--- src/rtl/spinup_pkg.sv ---
package spinup_pkg;

    typedef enum logic [3:0] {
        ST_HOLD,
        ST_WAIT_OP,
        ST_SETTLE,
        ST_CAL_GO,
        ST_CAL_WAIT,
        ST_SEEK_GO,
        ST_SEEK_WAIT,
        ST_NULL_GO,
        ST_NULL_DWELL,
        ST_STEP_GO,
        ST_STEP_WAIT,
        ST_READY
    } seq_state_e;

endpackage

--- src/rtl/index_period_meter.sv ---
// Measures clock cycles between falling edges of the active-low index and
// compares the result against the two spindle speed gates.
module index_period_meter #(
    parameter int unsigned CNT_W          = 32,
    parameter int unsigned LOW_PERIOD_MAX = 6_000_000,
    parameter int unsigned OP_PERIOD_MAX  = 4_000_000
) (
    input  logic clk,
    input  logic por,
    input  logic index_n,
    output logic above_low,
    output logic above_op
);

    localparam logic [CNT_W-1:0] CNT_SAT  = {CNT_W{1'b1}};
    localparam logic [CNT_W-1:0] LOW_LIM  = CNT_W'(LOW_PERIOD_MAX);
    localparam logic [CNT_W-1:0] OP_LIM   = CNT_W'(OP_PERIOD_MAX);

    typedef struct packed {
        logic             sync1;
        logic             sync2;
        logic             prev;
        logic             seen;
        logic             valid;
        logic [CNT_W-1:0] elapsed;
        logic [CNT_W-1:0] period;
    } meter_t;

    meter_t m_q, m_d;
    logic   fall_edge;

    always_comb begin
        m_d       = m_q;
        m_d.sync1 = index_n;
        m_d.sync2 = m_q.sync1;
        m_d.prev  = m_q.sync2;
        fall_edge = m_q.prev & ~m_q.sync2;
        if (fall_edge) begin
            m_d.seen    = 1'b1;
            m_d.elapsed = '0;
            if (m_q.seen) begin
                m_d.period = m_q.elapsed + CNT_W'(1);
                m_d.valid  = 1'b1;
            end
        end else if (m_q.elapsed != CNT_SAT) begin
            m_d.elapsed = m_q.elapsed + CNT_W'(1);
        end
    end

    always_ff @(posedge clk or posedge por) begin
        if (por) begin
            m_q.sync1   <= 1'b1;
            m_q.sync2   <= 1'b1;
            m_q.prev    <= 1'b1;
            m_q.seen    <= 1'b0;
            m_q.valid   <= 1'b0;
            m_q.elapsed <= '0;
            m_q.period  <= '0;
        end else begin
            m_q <= m_d;
        end
    end

    // A stalled spindle is seen through the running count as well.
    assign above_low = m_q.valid && (m_q.period < LOW_LIM) && (m_q.elapsed < LOW_LIM);
    assign above_op  = m_q.valid && (m_q.period <= OP_LIM) && (m_q.elapsed < LOW_LIM);

endmodule

--- src/rtl/dwell_timer.sv ---
// Shared down-counter for the settle and null-current dwells.
module dwell_timer #(
    parameter int unsigned CNT_W = 32
) (
    input  logic             clk,
    input  logic             por,
    input  logic             load,
    input  logic [CNT_W-1:0] load_val,
    output logic             expired
);

    logic [CNT_W-1:0] left_q, left_d;

    always_comb begin
        if (load) begin
            left_d = load_val;
        end else if (left_q != '0) begin
            left_d = left_q - CNT_W'(1);
        end else begin
            left_d = left_q;
        end
    end

    always_ff @(posedge clk or posedge por) begin
        if (por) begin
            left_q <= '0;
        end else begin
            left_q <= left_d;
        end
    end

    assign expired = (left_q == '0) && !load;

endmodule

--- src/rtl/spinup_sequencer.sv ---
module spinup_sequencer #(
    parameter int unsigned CNT_W          = 32,
    parameter int unsigned LOW_PERIOD_MAX = 6_000_000,
    parameter int unsigned OP_PERIOD_MAX  = 4_000_000,
    parameter int unsigned SETTLE_CYCLES  = 400_000_000,
    parameter int unsigned NULL_CYCLES    = 220_000_000,
    parameter int unsigned SEEK_COUNT     = 100,
    parameter int unsigned SEEK_LEN       = 5,
    parameter int unsigned LEN_W          = 4
) (
    input  logic             clk,
    input  logic             por,
    input  logic             index_n,
    input  logic             cal_done,
    input  logic             seek_done,
    input  logic             step_done,
    output logic             cpu_rst_hold,
    output logic             cal_start,
    output logic             seek_start,
    output logic [LEN_W-1:0] seek_len,
    output logic             null_start,
    output logic             step_start,
    output logic             drive_ready,
    output logic             seek_cmplt
);

    import spinup_pkg::*;

    localparam int unsigned SEEK_W = $clog2(SEEK_COUNT + 1);
    localparam logic [SEEK_W-1:0] SEEK_LAST = SEEK_W'(SEEK_COUNT - 1);
    localparam logic [CNT_W-1:0]  SETTLE_LD = CNT_W'(SETTLE_CYCLES);
    localparam logic [CNT_W-1:0]  NULL_LD   = CNT_W'(NULL_CYCLES);

    typedef struct packed {
        seq_state_e        state;
        logic [SEEK_W-1:0] seeks;
    } seq_t;

    seq_t              s_q, s_d;
    logic              spd_low_ok;
    logic              spd_op_ok;
    logic              tmr_load;
    logic [CNT_W-1:0]  tmr_val;
    logic              tmr_expired;

    index_period_meter #(
        .CNT_W          (CNT_W),
        .LOW_PERIOD_MAX (LOW_PERIOD_MAX),
        .OP_PERIOD_MAX  (OP_PERIOD_MAX)
    ) u_meter (
        .clk       (clk),
        .por       (por),
        .index_n   (index_n),
        .above_low (spd_low_ok),
        .above_op  (spd_op_ok)
    );

    dwell_timer #(
        .CNT_W (CNT_W)
    ) u_dwell (
        .clk      (clk),
        .por      (por),
        .load     (tmr_load),
        .load_val (tmr_val),
        .expired  (tmr_expired)
    );

    always_comb begin
        s_d      = s_q;
        tmr_load = 1'b0;
        tmr_val  = '0;
        unique case (s_q.state)
            ST_HOLD: begin
                if (spd_low_ok) s_d.state = ST_WAIT_OP;
            end
            ST_WAIT_OP: begin
                if (spd_op_ok) begin
                    s_d.state = ST_SETTLE;
                    tmr_load  = 1'b1;
                    tmr_val   = SETTLE_LD;
                end
            end
            ST_SETTLE: begin
                if (tmr_expired) s_d.state = ST_CAL_GO;
            end
            ST_CAL_GO: begin
                s_d.state = ST_CAL_WAIT;
            end
            ST_CAL_WAIT: begin
                if (cal_done) begin
                    s_d.state = ST_SEEK_GO;
                    s_d.seeks = '0;
                end
            end
            ST_SEEK_GO: begin
                s_d.state = ST_SEEK_WAIT;
            end
            ST_SEEK_WAIT: begin
                if (seek_done) begin
                    if (s_q.seeks == SEEK_LAST) begin
                        s_d.state = ST_NULL_GO;
                    end else begin
                        s_d.seeks = s_q.seeks + SEEK_W'(1);
                        s_d.state = ST_SEEK_GO;
                    end
                end
            end
            ST_NULL_GO: begin
                s_d.state = ST_NULL_DWELL;
                tmr_load  = 1'b1;
                tmr_val   = NULL_LD;
            end
            ST_NULL_DWELL: begin
                if (tmr_expired) s_d.state = ST_STEP_GO;
            end
            ST_STEP_GO: begin
                s_d.state = ST_STEP_WAIT;
            end
            ST_STEP_WAIT: begin
                if (step_done) s_d.state = ST_READY;
            end
            ST_READY: begin
                s_d.state = ST_READY;
            end
            default: begin
                s_d.state = ST_HOLD;
            end
        endcase
    end

    always_ff @(posedge clk or posedge por) begin
        if (por) begin
            s_q.state <= ST_HOLD;
            s_q.seeks <= '0;
        end else begin
            s_q <= s_d;
        end
    end

    assign cpu_rst_hold = (s_q.state == ST_HOLD);
    assign cal_start    = (s_q.state == ST_CAL_GO);
    assign seek_start   = (s_q.state == ST_SEEK_GO);
    assign seek_len     = (s_q.state == ST_SEEK_GO) ? LEN_W'(SEEK_LEN) : '0;
    assign null_start   = (s_q.state == ST_NULL_GO);
    assign step_start   = (s_q.state == ST_STEP_GO);
    assign drive_ready  = (s_q.state == ST_READY);
    assign seek_cmplt   = (s_q.state == ST_READY);

endmodule

--- config.mk ---
export PLATFORM = sky130hd
export DESIGN_NAME = spinup_sequencer
export DESIGN_NICKNAME = d
export VERILOG_FILES = /design/src/rtl/spinup_pkg.sv /design/src/rtl/index_period_meter.sv /design/src/rtl/dwell_timer.sv /design/src/rtl/spinup_sequencer.sv
export SDC_FILE = /design/constraint.sdc
export NUM_CORES = 1
export LEC_CHECK = 0
export BUFFER_PORTS_ARGS = -buffer_cell sky130_fd_sc_hd__clkbuf_2
export CAP_MARGIN = 15
export CORE_MARGIN = 4
export CORE_UTILIZATION = 60
export DETAILED_ROUTE_END_ITERATION = 6
export GPL_TIMING_DRIVEN = 0
export PLACE_DENSITY_LB_ADDON = 0.1
export SKIP_LAST_GASP = 1
export SLEW_MARGIN = 20
export SYNTH_ARGS = -nofsm -noshare
export SYNTH_HDL_FRONTEND = slang
export SYNTH_HIERARCHICAL = 1
export SYNTH_SLANG_ARGS = --single-unit
--- constraint.sdc ---
create_clock -name clk -period 6.7 [get_ports clk]
set_input_delay 1.005 -clock clk [delete_from_list [all_inputs] [get_ports clk]]
set_output_delay 1.005 -clock clk [all_outputs]
set_load 0.05 [all_outputs]
# Yosys cells after proc, flatten, opt, wreduce, memory -nomap -nowiden
# Index checks and enable logic that the tools add are counted.
# W data, S select, Z words.
[word_totals]
regBits = 112
in_bits = 6
output_inout_bits = 11
elab_cells = 74
[classes]
n_addsub = 3
magnitude_cmp = 3
eq_ne = 21
muxes = 20
bitwise = 2
reduce_logical = 15
[op_table]
columns = ["operator", "count"]
rows = [
  ["$mux W32", 4],
  ["$lt A32 B23 Y1 const B", 2],
  ["$pmux W29 S2", 1],
  ["$pmux W4 S12", 1],
  ["$add A32 B1 Y32 const B", 1],
  ["$le A32 B22 Y1 const B", 1],
  ["$logic_not A32 Y1", 1],
  ["$ne A32 B32 Y1 const B", 1],
  ["$reduce_bool A32 Y1", 1],
  ["$sub A32 B1 Y32 const B", 1],
  ["$mux W29", 1],
  ["$mux W11", 2],
  ["$mux W4", 5],
  ["$eq A4 B3 Y1 const B", 4],
  ["$eq A4 B4 Y1 const B", 4],
  ["$ne A2 B2 Y1 const B", 7],
  ["$pmux W7 S2", 1],
  ["$eq A4 B2 Y1 const B", 2],
  ["$add A7 B1 Y7 const B", 1],
  ["$eq A7 B7 Y1 const B", 1],
  ["$mux W7", 1],
  ["$reduce_and A7 Y1", 1],
  ["$reduce_bool A2 Y1", 3],
  ["$logic_and A1 B1 Y1", 5],
  ["other kinds (12)", 12],
]

# Depth between registers and ports, before layout
# Gate-level depths: netlist (run 1).
[depth]
word_depth = 9
mapped_depth = 14
depth_no_buf = 12

# Modules after synthesis
# Netlist (run 1), hierarchy kept.
[modules_own_cells]
columns = ["module", "n_inst", "cells_per_inst", "area_per_inst_um2", "seq_area_each_um2"]
rows = [
  ["index_period_meter", 1, 321, 3360.7, 1730.4],
  ["dwell_timer", 1, 218, 1990.7, 800.8],
  ["spinup_sequencer", 1, 100, 805.8, 275.3],
]

# Worst setup path before layout (run 1)
# Ideal clock, no wire load.
[synth_path]
kind = "reg-to-output"
from = "register s_q[8] (netlist bit)"
to = "output port cpu_rst_hold"
t_arrival_ps = 2094
required_ps = 5695
slack_ps = 3601
stages_incl_launch_ff = 3
n_path_buf = 1
cell_sequence = "dfrtp_1 -> buf_2 -> nor4_1"
[synth_via]
elab_chain_cells = 1
[synth_lines]
columns = ["item", "line_no", "rtl"]
rows = [
  ["start, declared", "spinup_sequencer.sv:39", "seq_t s_q, s_d;"],
  ["$logic_not A4 Y1", "spinup_sequencer.sv:140", "assign cpu_rst_hold = (s_q.state == ST_HOLD);"],
  ["end, declared", "spinup_sequencer.sv:17", "output logic cpu_rst_hold,"],
]
# Every way passes these cells.

# Worst setup path after layout (run 1)
[layout_path]
from = "register u_meter/m_q[42] (netlist bit)"
to = "register s_q[7] (netlist bit)"
[layout_via]
elab_chain_cells = 8
word_cells_on_any_way = 12
cone_classes = "1 x order compare; 4 x eq/ne; 2 x mux; 5 x reduce/logical"
[layout_lines]
columns = ["item", "line_no", "rtl"]
rows = [
  ["start, declared", "index_period_meter.sv:29", "meter_t m_q, m_d;"],
  ["start signal, assigned", "index_period_meter.sv:60", "m_q <= m_d;"],
  ["$lt A32 B23 Y1 *", "index_period_meter.sv:66", "assign above_op = m_q.valid && (m_q.period <= OP_LIM) && (m_q.elapsed < LOW_LIM);"],
  ["$logic_and A1 B1 Y1 *", "index_period_meter.sv:66", ""],
  ["net spd_op_ok", "spinup_sequencer.sv:41", "logic spd_op_ok;"],
  ["$mux W1 *", "spinup_sequencer.sv:77", "if (spd_op_ok) begin"],
  ["$pmux W1 S2 *", "spinup_sequencer.sv:72", "unique case (s_q.state)"],
  ["net tmr_load", "spinup_sequencer.sv:42", "logic tmr_load;"],
  ["$logic_not A1 Y1 *", "dwell_timer.sv:32", "assign expired = (left_q == '0) && !load;"],
  ["$logic_and A1 B1 Y1 *", "dwell_timer.sv:32", ""],
  ["net tmr_expired", "spinup_sequencer.sv:44", "logic tmr_expired;"],
  ["$ne A2 B2 Y1 (no line)", "-", ""],
  ["$reduce_and A7 Y1 (no line) *", "-", ""],
]
# The timed path passes the listed nets; every way through them passes the cells marked *.
# A chain may end at the register's enable or synchronous reset.

==> summary.md, run 1 <==
| Metric | Value |
|---|---|
| Worst Hold Class | reg -> reg |
| Dpl hpwl | 9.409 mm |
| Initial antenna violation count | 0 |
| Count of buffers from port buffering | 14 |
| Clock transition at path regs | 110 ps |
| CP cell instances | nand2_1, o21ai_0, a41oi_1, o31ai_1, a21oi_1, and3_1, a21o_1, clkbuf_1, clkbuf_1, nor2_1, mux2i_1, a32oi_1, nand3_1, o311ai_0 |
| Run status | completed |
| First drt pass iteration count | 6 |
| Lkg Pwr | 2.825 nW |
| Clk Tree Root Cell | clkbuf_8 |
| Maximum capacitance violations | 0 |
| R2R cell count | 14 |
| Hold path endpoint | u_meter/m_d[66]$_DFF_PP1_ |
| Die X | 109.3 µm |
| Dpl cells | 801 |
| Clock Skews | 10.09 ps |
| Buf/Inv on CP | 2 |
| Num Clock Sinks | 112 |
| Worst path slowest cell | dfrtp_1 |
| First-pass GRT wire length | 23.04 mm |
| EDFF count, synth | 0 |
| CTS tree | yes |
| Final Hold Viols | 0 |
| Xor/xnor cell area share of the yosys netlist | 0.06543 |
| Critical Path Source Type | flip-flop |
| Yosys reg bits | 112 |
| Hold_sp | u_meter/m_d[67]$_DFF_PP1_ |
| Average cell area after synthesis | 9.636 µm² |
| Crit-path max cell delay | 510 ps |
| Rel. slew slack | 0.5256 |
| Synthesized instance count | 639 |
| Row Count | 36 |
| Most frequent cells in the layout | 109 x dfrtp_1, 88 x nand2_1, 37 x nor2_1 |
| Share of cells above drive strength 1 | 0.1594 |
| Area delta synth->final | 7.966% |
| Final Net Count | 688 |
| DIE AREA | 11950 µm² |
| Fin crit share | 0.5748 |
| Setup slack, reg-to-reg | 2850 ps |
| Unrepaired setup endpoints after global routing | no |
| Clk_lat worst skew | 390 ps |
| GR Overflow Total | 0 |
| Mux cell area share after synthesis | 0.02479 |
| Post-synthesis sequential area ratio | 0.4558 |
| Worst vdd ir | 0.2401 mV |
| Fmax | 259.7 MHz |
| Yosys warns | 6 |
| Cell Pwr Density | 325.8 nW/µm² |
| Hold Slack | 360.7 ps |
| Pin count of the biggest net entering global routing | 41 |
| Top cell by count, worst path | clkbuf_1 |
| Synth cell types | 73 |
| Arrival time worst endpoint | 4110 ps |
| # resized after CTS | 0 |
| Initial DRC Count | 315 |
| Max-slew violations | 0 |
| Worst EP required | 6960 ps |
| Post-CTS Hold Fix Bufs | 0 |
| Post-CTS setup buffer count | 0 |
| Adder-Cell Fraction of Synth Area | 0.006096 |
| Post-route DRC | 0 |
| Setup CP Type | reg -> reg |
| Total clock buffers created by CTS | 9 |
| Worst hold stages | 0 |
| Clk buf depth | 2 |
| Initial Util | 0.6242 |
| Core area | 9864 µm² |
| Synthesized area | 6157 µm² |
| Total global routing track utilization | 0.2442 |
| Via count | 4836 |
| WL/cell | 16.18 µm |
| Critical R2R Launch | u_meter/m_q[42]$_DFFE_PP0P_ |
| Post-Layout Inst Area | 6648 µm² |
| # setup viols final | 0 |
| Die height | 109.3 µm |
| Tmin final | 3851 ps |
| Post-DP Area | 6469 µm² |
| Crit path max-delay family | compound AO/OA/AOI/OAI gates |
| Via density | 5.919 |
| Crit Path Max Fanout | 10 |
| WP depth | 14 |
| CP Capture Type | flip-flop |
| Compound-gate portion of the synthesized area | 0.1427 |
| Gpl congestion | 0.8692 |
| Async set or reset register ratio after synthesis | 1.000 |
| Reg-to-reg endpoint | s_q[7]$_DFFE_PP0P_ |
| Worst-margin pin slew | 711.6 ps |
| Setup_tns | 0 ps |
| Commonest non-fill, non-tap cell in the layout | dfrtp_1 |
| Total Wirelength | 13.22 mm |
| Layout Cells excl Fill | 817 |
| Num ports | 17 |
| Vias in the first global route | 4763 |
| Post-synthesis simple-gate area fraction | 0.2640 |
| Post-route ant nets | 0 |
| Largest family of logic cells by synthesized area | simple AND/OR/NAND/NOR gates |
| Synth Flop Type | dfrtp_1 |
| CTS H-tree depth | 3 |
| Tot Pwr | 0.002166 W |
| Antenna diodes | 0 |
[through the flow]
stage                       util  setup WS [ps]
final                     0.6739           2849
after global routing      0.6739           2383
after CTS                 0.6739           2898
after detailed placement  0.6558           2913
after global placement    0.6535           2997
after floorplan                -           3601
[where the power goes]
group | internal (W) | switching (W) | total (W)
registers | 0.000812 | 0.000137 | 0.000949
logic | 0.000313 | 0.000521 | 0.000834
clock network | 0.000141 | 0.000242 | 0.000383
total | 0.00127 | 0.000899 | 0.00217
[area by class of cell]
cell class / count / area [µm²]
sequential: 112 / 2806
clock buffer: 10 / 127.6
buffer: 35 / 205.2
multi-input combinational: 494 / 3153
fill: 780 / 3217
clock inverter: 6 / 51.30
tap: 133 / 166.4
inverter: 12 / 47.55
timing repair buffer: 15 / 90.09
[metal layers]
layer  up-vias  GRT usage  wire length, µm
li1       2339          -                -
met1      2366     0.3149             5984
met2       109     0.4202             6471
met3        22    0.05461              581
met4         0    0.06055              182
met5         -          0                0
[how the worst max path moves through the flow]
stage / startpoint / end / slack (ps)
2_1_floorplan: s_q[8]$_DFFE_PP0P_ / cpu_rst_hold / 3600
3_3_place_gp: u_meter/m_q[4]$_DFFE_PP0P_ / s_q[8]$_DFFE_PP0P_ / 3000
3_5_place_dp: u_meter/m_q[4]$_DFFE_PP0P_ / s_q[8]$_DFFE_PP0P_ / 2910
4_1_cts: u_meter/m_q[4]$_DFFE_PP0P_ / s_q[8]$_DFFE_PP0P_ / 2900
5_1_grt: u_meter/m_q[42]$_DFFE_PP0P_ / s_q[7]$_DFFE_PP0P_ / 2380
6_report: u_meter/m_q[42]$_DFFE_PP0P_ / s_q[7]$_DFFE_PP0P_ / 2850
[sequential cells by signal, indices dropped and copies added (netlist names)]
signal / cells
u_meter/m_d: 2
s_q: 11
u_dwell/left_q: 32
u_meter/m_q: 67
[logic make-up (layout without fill, tap and decap cells)]
| family | after synthesis | count (layout) |
|---|---|---|
| flops | 112 | 112 |
| compound gates | 133 | 133 |
| buf+inv | 47 | 78 |
| other cells | 1 | 15 |
| xor+xnor | 46 | 46 |
| fa+ha+maj | 3 | 3 |
| mux | 14 | 14 |
| simple gates | 283 | 283 |
[cell usage after synthesis (3+ instances only)]
| cell type | instances | area (µm²) |
|---|---|---|
| dfrtp_1 | 109 | 2728 |
| nand2_1 | 88 | 330.3 |
| nor2_1 | 37 | 138.9 |
| nand3_1 | 35 | 175.2 |
| o21ai_0 | 35 | 175.2 |
| xor2_1 | 35 | 306.5 |
| a21oi_1 | 21 | 105.1 |
| a21oi_2 | 20 | 175.2 |
| clkbuf_1 | 20 | 75.07 |
| o31ai_1 | 18 | 135.1 |
| nor3_1 | 15 | 75.07 |
| o21ai_1 | 14 | 70.07 |
| nand4_1 | 13 | 81.33 |
| inv_1 | 11 | 41.29 |
| xnor2_1 | 11 | 96.34 |
| nand2b_1 | 9 | 56.30 |
| nor2b_1 | 9 | 56.30 |
| or3_1 | 8 | 50.05 |
| buf_4 | 7 | 52.55 |
| mux2i_1 | 7 | 70.07 |
| nor4_1 | 7 | 43.79 |
| and3_1 | 6 | 37.54 |
| buf_6 | 6 | 67.56 |
| or2_2 | 6 | 37.54 |
| mux2_2 | 5 | 56.30 |
| nand4b_1 | 5 | 43.79 |
| nor4_4 | 5 | 106.4 |
| or4_1 | 5 | 37.54 |
| and2_1 | 4 | 25.02 |
| nor3b_1 | 4 | 30.03 |
| o21ai_2 | 4 | 35.03 |
| and3b_1 | 3 | 26.28 |
| dfstp_2 | 3 | 78.83 |
| ha_1 | 3 | 37.54 |
| nor3_2 | 3 | 30.03 |
| nor4b_1 | 3 | 26.28 |
(Power assumes the default switching activity.)
==> run 2, diff against run 1 <==
==> constraint.sdc (replaced) <==
create_clock -name clk -period 3.6 [get_ports clk]
set_input_delay 0.54 -clock clk [delete_from_list [all_inputs] [get_ports clk]]
set_output_delay 0.54 -clock clk [all_outputs]
set_load 0.05 [all_outputs]
==> run 2 against run 1 <==
  * Sequential share of layout area about the same
  * Cell count decreased by 0.12%
  * Clock power increased by 86%
  * Sequential cell count is the same
  * Non-clock buffer count down 1
  * Critical path type unchanged
  * Largest cell class unchanged
  * Largest power group unchanged
==> summary.md, run 2 (synthesized netlist as in run 1, its figures left out) <==
| Metric | Value |
|---|---|
| Initial Util | 0.6242 (unchanged) |
| Core area | 9864 µm² (unchanged) |
| Switching Share | 0.4144 (was 0.4153) |
| Reg with most FFs | u_meter/m_q (unchanged) |
| Final Net Count | 687 (was 688) |
| Lkg Pwr | 2.826 nW (was 2.825 nW) |
| Initial antenna violation count | 0 (unchanged) |
| Total clock buffers created by CTS | 9 (unchanged) |
| Die X | 109.3 µm (unchanged) |
| Total Wirelength | 13.14 mm (was 13.22 mm) |
| Total net switching power | 0.001674 W (was 0.0008994 W) |
| Vias in the first global route | 4752 (was 4763) |
| Worst EP required | 3890 ps (was 6960 ps) |
| Total global routing track utilization | 0.2437 (was 0.2442) |
| Final Hold Viols | 0 (unchanged) |
| # resized after CTS | 2 (was 0) |
| Num ports | 17 (unchanged) |
| Maximum capacitance violations | 0 (unchanged) |
| Worst Hold Class | in -> async (was reg -> reg) |
| Tmin final | 3330 ps (was 3851 ps) |
| Clk_lat worst skew | 390 ps (about the same) |
| Unrepaired setup endpoints after global routing | no (unchanged) |
| Area of the multi-input gates | 3167 µm² (was 3153 µm²) |
| Dpl hpwl | 9.409 mm (unchanged) |
| Area delta synth->final | 8.189% (was 7.966%) |
| Arrival time worst endpoint | 3620 ps (was 4110 ps) |
| CP cell instances | nor4b_1, nand3_1, nor2_1, o31ai_2, a21oi_1, and3_1, a21o_2, clkbuf_2, nor2_1, nor3b_1, o21ai_1, and2_1, o22a_1 (was nand2_1, o21ai_0, a41oi_1, o31ai_1, a21oi_1, and3_1, a21o_1, clkbuf_1, clkbuf_1, nor2_1, mux2i_1, a32oi_1, nand3_1, o311ai_0) |
| Largest register FFs | 67 (unchanged) |
| WL/cell | 16.11 µm (was 16.18 µm) |
| # setup viols final | 0 (unchanged) |
| Flop pwr share | 0.437 (was 0.438) |
| Worst path slowest cell | dfrtp_1 (unchanged) |
| Critical Path Source Type | flip-flop (unchanged) |
| Run status | completed (unchanged) |
| Setup CP Type | reg -> reg (unchanged) |
| Top cell by count, worst path | nor2_1 (was clkbuf_1) |
| Post-route ant nets | 0 (unchanged) |
| Post-CTS Hold Fix Bufs | 0 (unchanged) |
| Die height | 109.3 µm (unchanged) |
| Clk buf depth | 2 (unchanged) |
| Worst-margin pin slew | 706.9 ps (was 711.6 ps) |
| Via count | 4809 (was 4836) |
| FF/Latch Area | 2809 µm² (was 2806 µm²) |
| Crit path max-delay family | simple AND/OR/NAND/NOR gates (was compound AO/OA/AOI/OAI gates) |
| Fin crit share | 0.9249 (was 0.5748) |
| Buf/Inv on CP | 1 (was 2) |
| Row Count | 36 (unchanged) |
| Commonest non-fill, non-tap cell in the layout | dfrtp_1 (unchanged) |
| Gpl congestion | 0.8692 (unchanged) |
| Tot Pwr | 0.004039 W (was 0.002166 W) |
| CTS tree | yes (unchanged) |
| Fillers | 773 (was 780) |
| CP Capture Type | flip-flop (unchanged) |
| Clock transition at path regs | 110 ps (about the same) |
| Pre-CTS WS | -186.6 ps (was 2913 ps) |
| Initial DRC Count | 304 (was 315) |
| Count of buffers from port buffering | 14 (unchanged) |
| Clk Tree Root Cell | clkbuf_8 (unchanged) |
| Gate power share | 0.387 (was 0.385) |
| Rel. slew slack | 0.5287 (was 0.5256) |
| CTS H-tree depth | 3 (unchanged) |
| Post-CTS setup buffer count | 0 (unchanged) |
| Largest regs | u_meter/m_q x67, u_dwell/left_q x32, s_q x11 (unchanged) |
| P_int | 0.002366 W (was 0.001267 W) |
| Share of cells above drive strength 1 | 0.1684 (was 0.1594) |
| Clock Skews | 10.63 ps (was 10.09 ps) |
| Antenna diodes | 0 (unchanged) |
| Final setup margin | 270.2 ps (was 2849 ps) |
| Max-slew violations | 0 (unchanged) |
| First drt pass iteration count | 5 (was 6) |
| Cell Pwr Density | 606.4 nW/µm² (was 325.8 nW/µm²) |
| DIE AREA | 11950 µm² (unchanged) |
| Final Util | 0.6753 (was 0.6739) |
| Clock share of power | 0.176 (was 0.177) |
| Pin count of the biggest net entering global routing | 41 (unchanged) |
| Most frequent cells in the layout | 107 x dfrtp_1, 88 x nand2_1, 37 x nor2_1 (was 109 x dfrtp_1, 88 x nand2_1, 37 x nor2_1) |
| Num Clock Sinks | 112 (unchanged) |
| Via density | 5.893 (was 5.919) |
| Crit Path Max Fanout | 15 (was 10) |
| Fmax | 300.3 MHz (was 259.7 MHz) |
| Worst vdd ir | 0.4359 mV (was 0.2401 mV) |
| GR Overflow Total | 0 (unchanged) |
| Post-route DRC | 0 (unchanged) |
| Crit-path max cell delay | 480 ps (was 510 ps) |
| First-pass GRT wire length | 23.00 mm (was 23.04 mm) |
[run 2: changes by cell type in the layout (fill, tap and decap cells not counted), sizes merged]
cell | before | now
clkbuf | 44 | 43
[run 2: power groups by stage]
stage | Combinational [W] | Sequential, W | Clock [W]
6_report | 0.00156 | 0.00177 | 0.000711
5_1_grt | 0.00174 | 0.00181 | 0.000781
4_1_cts | 0.00154 | 0.00176 | 0.000733
3_5_place_dp | 0.00154 | 0.00178 | 0
3_3_place_gp | 0.00148 | 0.00177 | 0
2_1_floorplan | 0.00123 | 0.00172 | 0
[run 2: final cells by class]
cell class,count,area share
multi-input cells,494,0.4754
flip-flops and latches,112,0.4217
well taps,133,0.02498
plain buffers,34,0.03043
repair buffers,15,0.01352
inverters,12,0.007137
clock buffers,10,0.01916
clock inverters,6,0.007701
[run 2: worst paths after layout]
| kind | startpoint | to | slack [ps] | cells after the start |
|---|---|---|---|---|
| worst max-delay path | u_meter/m_q[55]$_DFFE_PP0P_ | s_q[8]$_DFFE_PP0P_ | 270 | 13 |
| worst min-delay path | por | u_meter/m_q[23]$_DFFE_PP0P_ | 150 | 2 |
| worst max register to register | u_meter/m_q[55]$_DFFE_PP0P_ | s_q[8]$_DFFE_PP0P_ | 270 | 13 |
| worst min register to register | u_meter/m_d[67]$_DFF_PP1_ | u_meter/m_d[66]$_DFF_PP1_ | 360 | 0 |
| max in group asynchronous | por | u_dwell/left_q[27]$_DFFE_PP0N_ | 2880 | 2 |
| min in group clk | index_n | u_meter/m_d[67]$_DFF_PP1_ | 230 | 1 |
[run 2: worst register-to-register path, delay by kind of cell (launching register included)]
kind                   cells  cell delay (ps)
buffers and inverters      1              290
AOI/OAI and AO/OA          5              950
and+or+nand+nor            7             1500
DFF                        1              480
[run 2: layer usage]
layer | routed length (µm) | up-vias | track usage
met4 | 162 | 0 | 0.05877
met1 | 5938 | 2359 | 0.3145
met3 | 513 | 17 | 0.05402
met2 | 6527 | 94 | 0.4202
li1 | - | 2339 | -
met5 | 0 | - | 0
[run 2: through the flow]
step | hold slack (ps) | area [µm²] | setup TNS (ps) | instances
after detailed placement | 346.9 | 6469 | -345.6 | 801
after CTS | 148.2 | 6650 | 0 | 816
after global routing | 163.8 | 6661 | 0 | 816
final | 147.6 | 6661 | 0 | 816
after global placement | 345.6 | 6446 | -137.1 | 800
after floorplan | 345.2 | 6210 | 0 | 653
==> run 3, diff against run 2 <==
--- a/config.mk
+++ b/config.mk
@@ -7,11 +7,12 @@
 export LEC_CHECK = 0
 export BUFFER_PORTS_ARGS = -buffer_cell sky130_fd_sc_hd__clkbuf_2
 export CAP_MARGIN = 15
-export CORE_MARGIN = 4
+export CORE_MARGIN = 3
 export CORE_UTILIZATION = 60
 export DETAILED_ROUTE_END_ITERATION = 6
 export GPL_TIMING_DRIVEN = 0
 export PLACE_DENSITY_LB_ADDON = 0.1
+export RECOVER_POWER = 100
 export SKIP_LAST_GASP = 1
 export SLEW_MARGIN = 20
 export SYNTH_ARGS = -nofsm -noshare
==> run 3 against run 2 <==
  * The run now ends with max-capacitance violations, max-slew violations left
  * Largest cell class unchanged
  * Combinational power shrank 3%
  * Highest routed layer unchanged
  * First-iteration DRC count shrank 8.9%
  * Total power grew 0.73%
  * Hold slack gained 33 ps
  * Clock-buffer cell count is the same
  * Sequential power is essentially flat
  * Register-to-register slack is essentially flat
==> summary.md, run 3 (synthesized netlist as in run 1, its figures left out) <==
| Metric | Value |
|---|---|
| Arrival time worst endpoint | 3620 ps (about the same) |
| Largest register FFs | 67 (unchanged) |
| Fin crit share | 0.9278 (was 0.9249) |
| Clock transition at path regs | 110 ps (about the same) |
| Critical Path Source Type | flip-flop (unchanged) |
| Crit Path Max Fanout | 15 (unchanged) |
| # setup viols final | 0 (unchanged) |
| P_int | 0.002404 W (was 0.002366 W) |
| Share of cells above drive strength 1 | 0.1230 (was 0.1684) |
| GRT met1 Usage | 0.3270 (was 0.3145) |
| Busiest metal layer after global routing | met2 (unchanged) |
| Lkg Pwr | 2.742 nW (was 2.826 nW) |
| Reg with most FFs | u_meter/m_q (unchanged) |
| Flop pwr share | 0.435 (was 0.437) |
| Num ports | 17 (unchanged) |
| Post-route ant nets | 0 (unchanged) |
| Clk buf depth | 2 (unchanged) |
| Clock Skews | 15.13 ps (was 10.63 ps) |
| Count of buffers from port buffering | 14 (unchanged) |
| Row Count | 36 (unchanged) |
| Worst vdd ir | 0.3976 mV (was 0.4359 mV) |
| Die X | 107.3 µm (was 109.3 µm) |
| Maximum capacitance violations | 2 (was 0) |
| GR met3 Demand/Resource | 0.04739 (was 0.05402) |
| WL/cell | 16.20 µm (was 16.11 µm) |
| Layout Cells excl Fill | 816 (unchanged) |
| Num Clock Sinks | 112 (unchanged) |
| Final Util | 0.6632 (was 0.6753) |
| Total global routing track utilization | 0.2409 (was 0.2437) |
| Antenna diodes | 0 (unchanged) |
| Fmax | 299.4 MHz (was 300.3 MHz) |
| First drt pass iteration count | 5 (unchanged) |
| Met2 usage | 0.3986 (was 0.4202) |
| Initial antenna violation count | 0 (unchanged) |
| Setup CP Type | reg -> reg (unchanged) |
| Post-route DRC | 0 (unchanged) |
| Dpl hpwl | 9.346 mm (was 9.409 mm) |
| Failing checks | max-capacitance violations, max-slew violations |
| Pin count of the biggest net entering global routing | 53 (was 41) |
| Final Net Count | 687 (unchanged) |
| Clock share of power | 0.192 (was 0.176) |
| Final Hold Viols | 0 (unchanged) |
| Total Wirelength | 13.22 mm (was 13.14 mm) |
| CTS tree | yes (unchanged) |
| Tmin final | 3340 ps (was 3330 ps) |
| Unrepaired setup endpoints after global routing | no (unchanged) |
| Post-CTS Hold Fix Bufs | 0 (unchanged) |
| Commonest non-fill, non-tap cell in the layout | dfrtp_1 (unchanged) |
| Total net switching power | 0.001665 W (was 0.001674 W) |
| Vias in the first global route | 4695 (was 4752) |
| CP Capture Type | flip-flop (unchanged) |
| Clk Tree Root Cell | clkbuf_8 (unchanged) |
| GR Overflow Total | 0 (unchanged) |
| Initial Util | 0.6242 (unchanged) |
| Initial DRC Count | 277 (was 304) |
| Gate power share | 0.373 (was 0.387) |
| DIE AREA | 11510 µm² (was 11950 µm²) |
| Dpl cells | 801 (unchanged) |
| Clk_lat worst skew | 390 ps (about the same) |
| Cell Pwr Density | 621.9 nW/µm² (was 606.4 nW/µm²) |
| Largest regs | u_meter/m_q x67, u_dwell/left_q x32, s_q x11 (unchanged) |
| Rel. slew slack | -0.4716 (was 0.5287) |
| Total clock buffers created by CTS | 9 (unchanged) |
| Area delta synth->final | 6.259% (was 8.189%) |
| Worst-margin pin slew | 2207 ps (was 706.9 ps) |
| Core area | 9864 µm² (unchanged) |
| Die height | 107.3 µm (was 109.3 µm) |
| Via density | 6.002 (was 5.893) |
| Worst EP required | 3880 ps (was 3890 ps) |
| First-pass GRT wire length | 22.38 mm (was 23.00 mm) |
| Max-slew violations | 62 (was 0) |
| Most frequent cells in the layout | 107 x dfrtp_1, 88 x nand2_1, 49 x o21ai_0 (was 107 x dfrtp_1, 88 x nand2_1, 37 x nor2_1) |
| Gpl congestion | 0.8566 (was 0.8692) |
| Switching Share | 0.4091 (was 0.4144) |
| CTS H-tree depth | 3 (unchanged) |
| Run status | finished, violations left (was completed) |
| Worst Hold Class | in -> async (unchanged) |
| Via count | 4898 (was 4809) |
==> run 3: worst max-delay path: stages, from the launching register on <==
cell and delay [ps]:
dfrtp_1 400, nor4b_1 440, and4b_1 290, nand4b_1 100
a21oi_1 280, and3_2 340, a21o_2 310, clkbuf_2 300
nor2_1 110, nor3b_1 180, o21ai_1 120, and2_1 180
o22a_1 180
==> run 3: final cells by class <==
cell class,instances,area (µm²)
Fill cell,795,3322
Clock inverter,6,73.82
Sequential cell,112,2809
Timing Repair Buffer,15,70.07
Multi-Input combinational cell,494,3070
Tap cell,133,166.4
Clock buffer,10,127.6
Inverter,12,46.29
Buffer,34,178.9
==> run 3: stage by stage <==
stage	total power (W)	cell area (µm²)	TNS [ps]	setup slack [ps]	hold WS [ps]
finish	0.004069	6543	0	259.9	180.9
global route	0.004340	6543	0	1.415	196.2
CTS	0.004105	6680	0	9.350	112.3
detailed placement	0.003311	6476	-439.3	-270.3	348.8
global placement	0.003245	6446	-257.4	-147.3	350.4
floorplan	0.002953	6210	0	659.1	345.2
==> run 3: worst paths after layout <==
check                                                   end                       start  slack [ps]  cells past startpoint
worst min register to register    u_meter/m_d[66]$_DFF_PP1_   u_meter/m_d[67]$_DFF_PP1_         360                      0
max in group asynchronous       u_meter/m_q[62]$_DFFE_PP0P_                         por         740                      3
worst min-delay path                     s_q[7]$_DFFE_PP0P_                         por         180                      2
worst max-delay path                     s_q[8]$_DFFE_PP0P_  u_meter/m_q[4]$_DFFE_PP0P_         260                     12
min in group clk                  u_meter/m_d[67]$_DFF_PP1_                     index_n         230                      1
worst max register to register           s_q[8]$_DFFE_PP0P_  u_meter/m_q[4]$_DFFE_PP0P_         260                     12
==> run 3: timing repair <==
item	CTS	global route
setup endpoints to repair	2	2
setup buffers	0	0
resized for setup	2	5
==> run 3: power groups by stage <==
| stage | registers [W] | clock network (W) | logic (W) |
|---|---|---|---|
| floorplan | 0.00172 | 0 | 0.00123 |
| global placement | 0.00177 | 0 | 0.00148 |
| detailed placement | 0.00178 | 0 | 0.00153 |
| CTS | 0.00176 | 0.000802 | 0.00154 |
| global route | 0.00180 | 0.000840 | 0.00170 |
| finish | 0.00177 | 0.000782 | 0.00152 |
==> run 3: layer usage <==
| layer | share of wire | vias up |
|---|---|---|
| met1 | 0.45 | 2403 |
| li1 | - | 2348 |
| met3 | 0.048 | 12 |
| met5 | 0 | - |
| met4 | 0.011 | 0 |
| met2 | 0.49 | 135 |
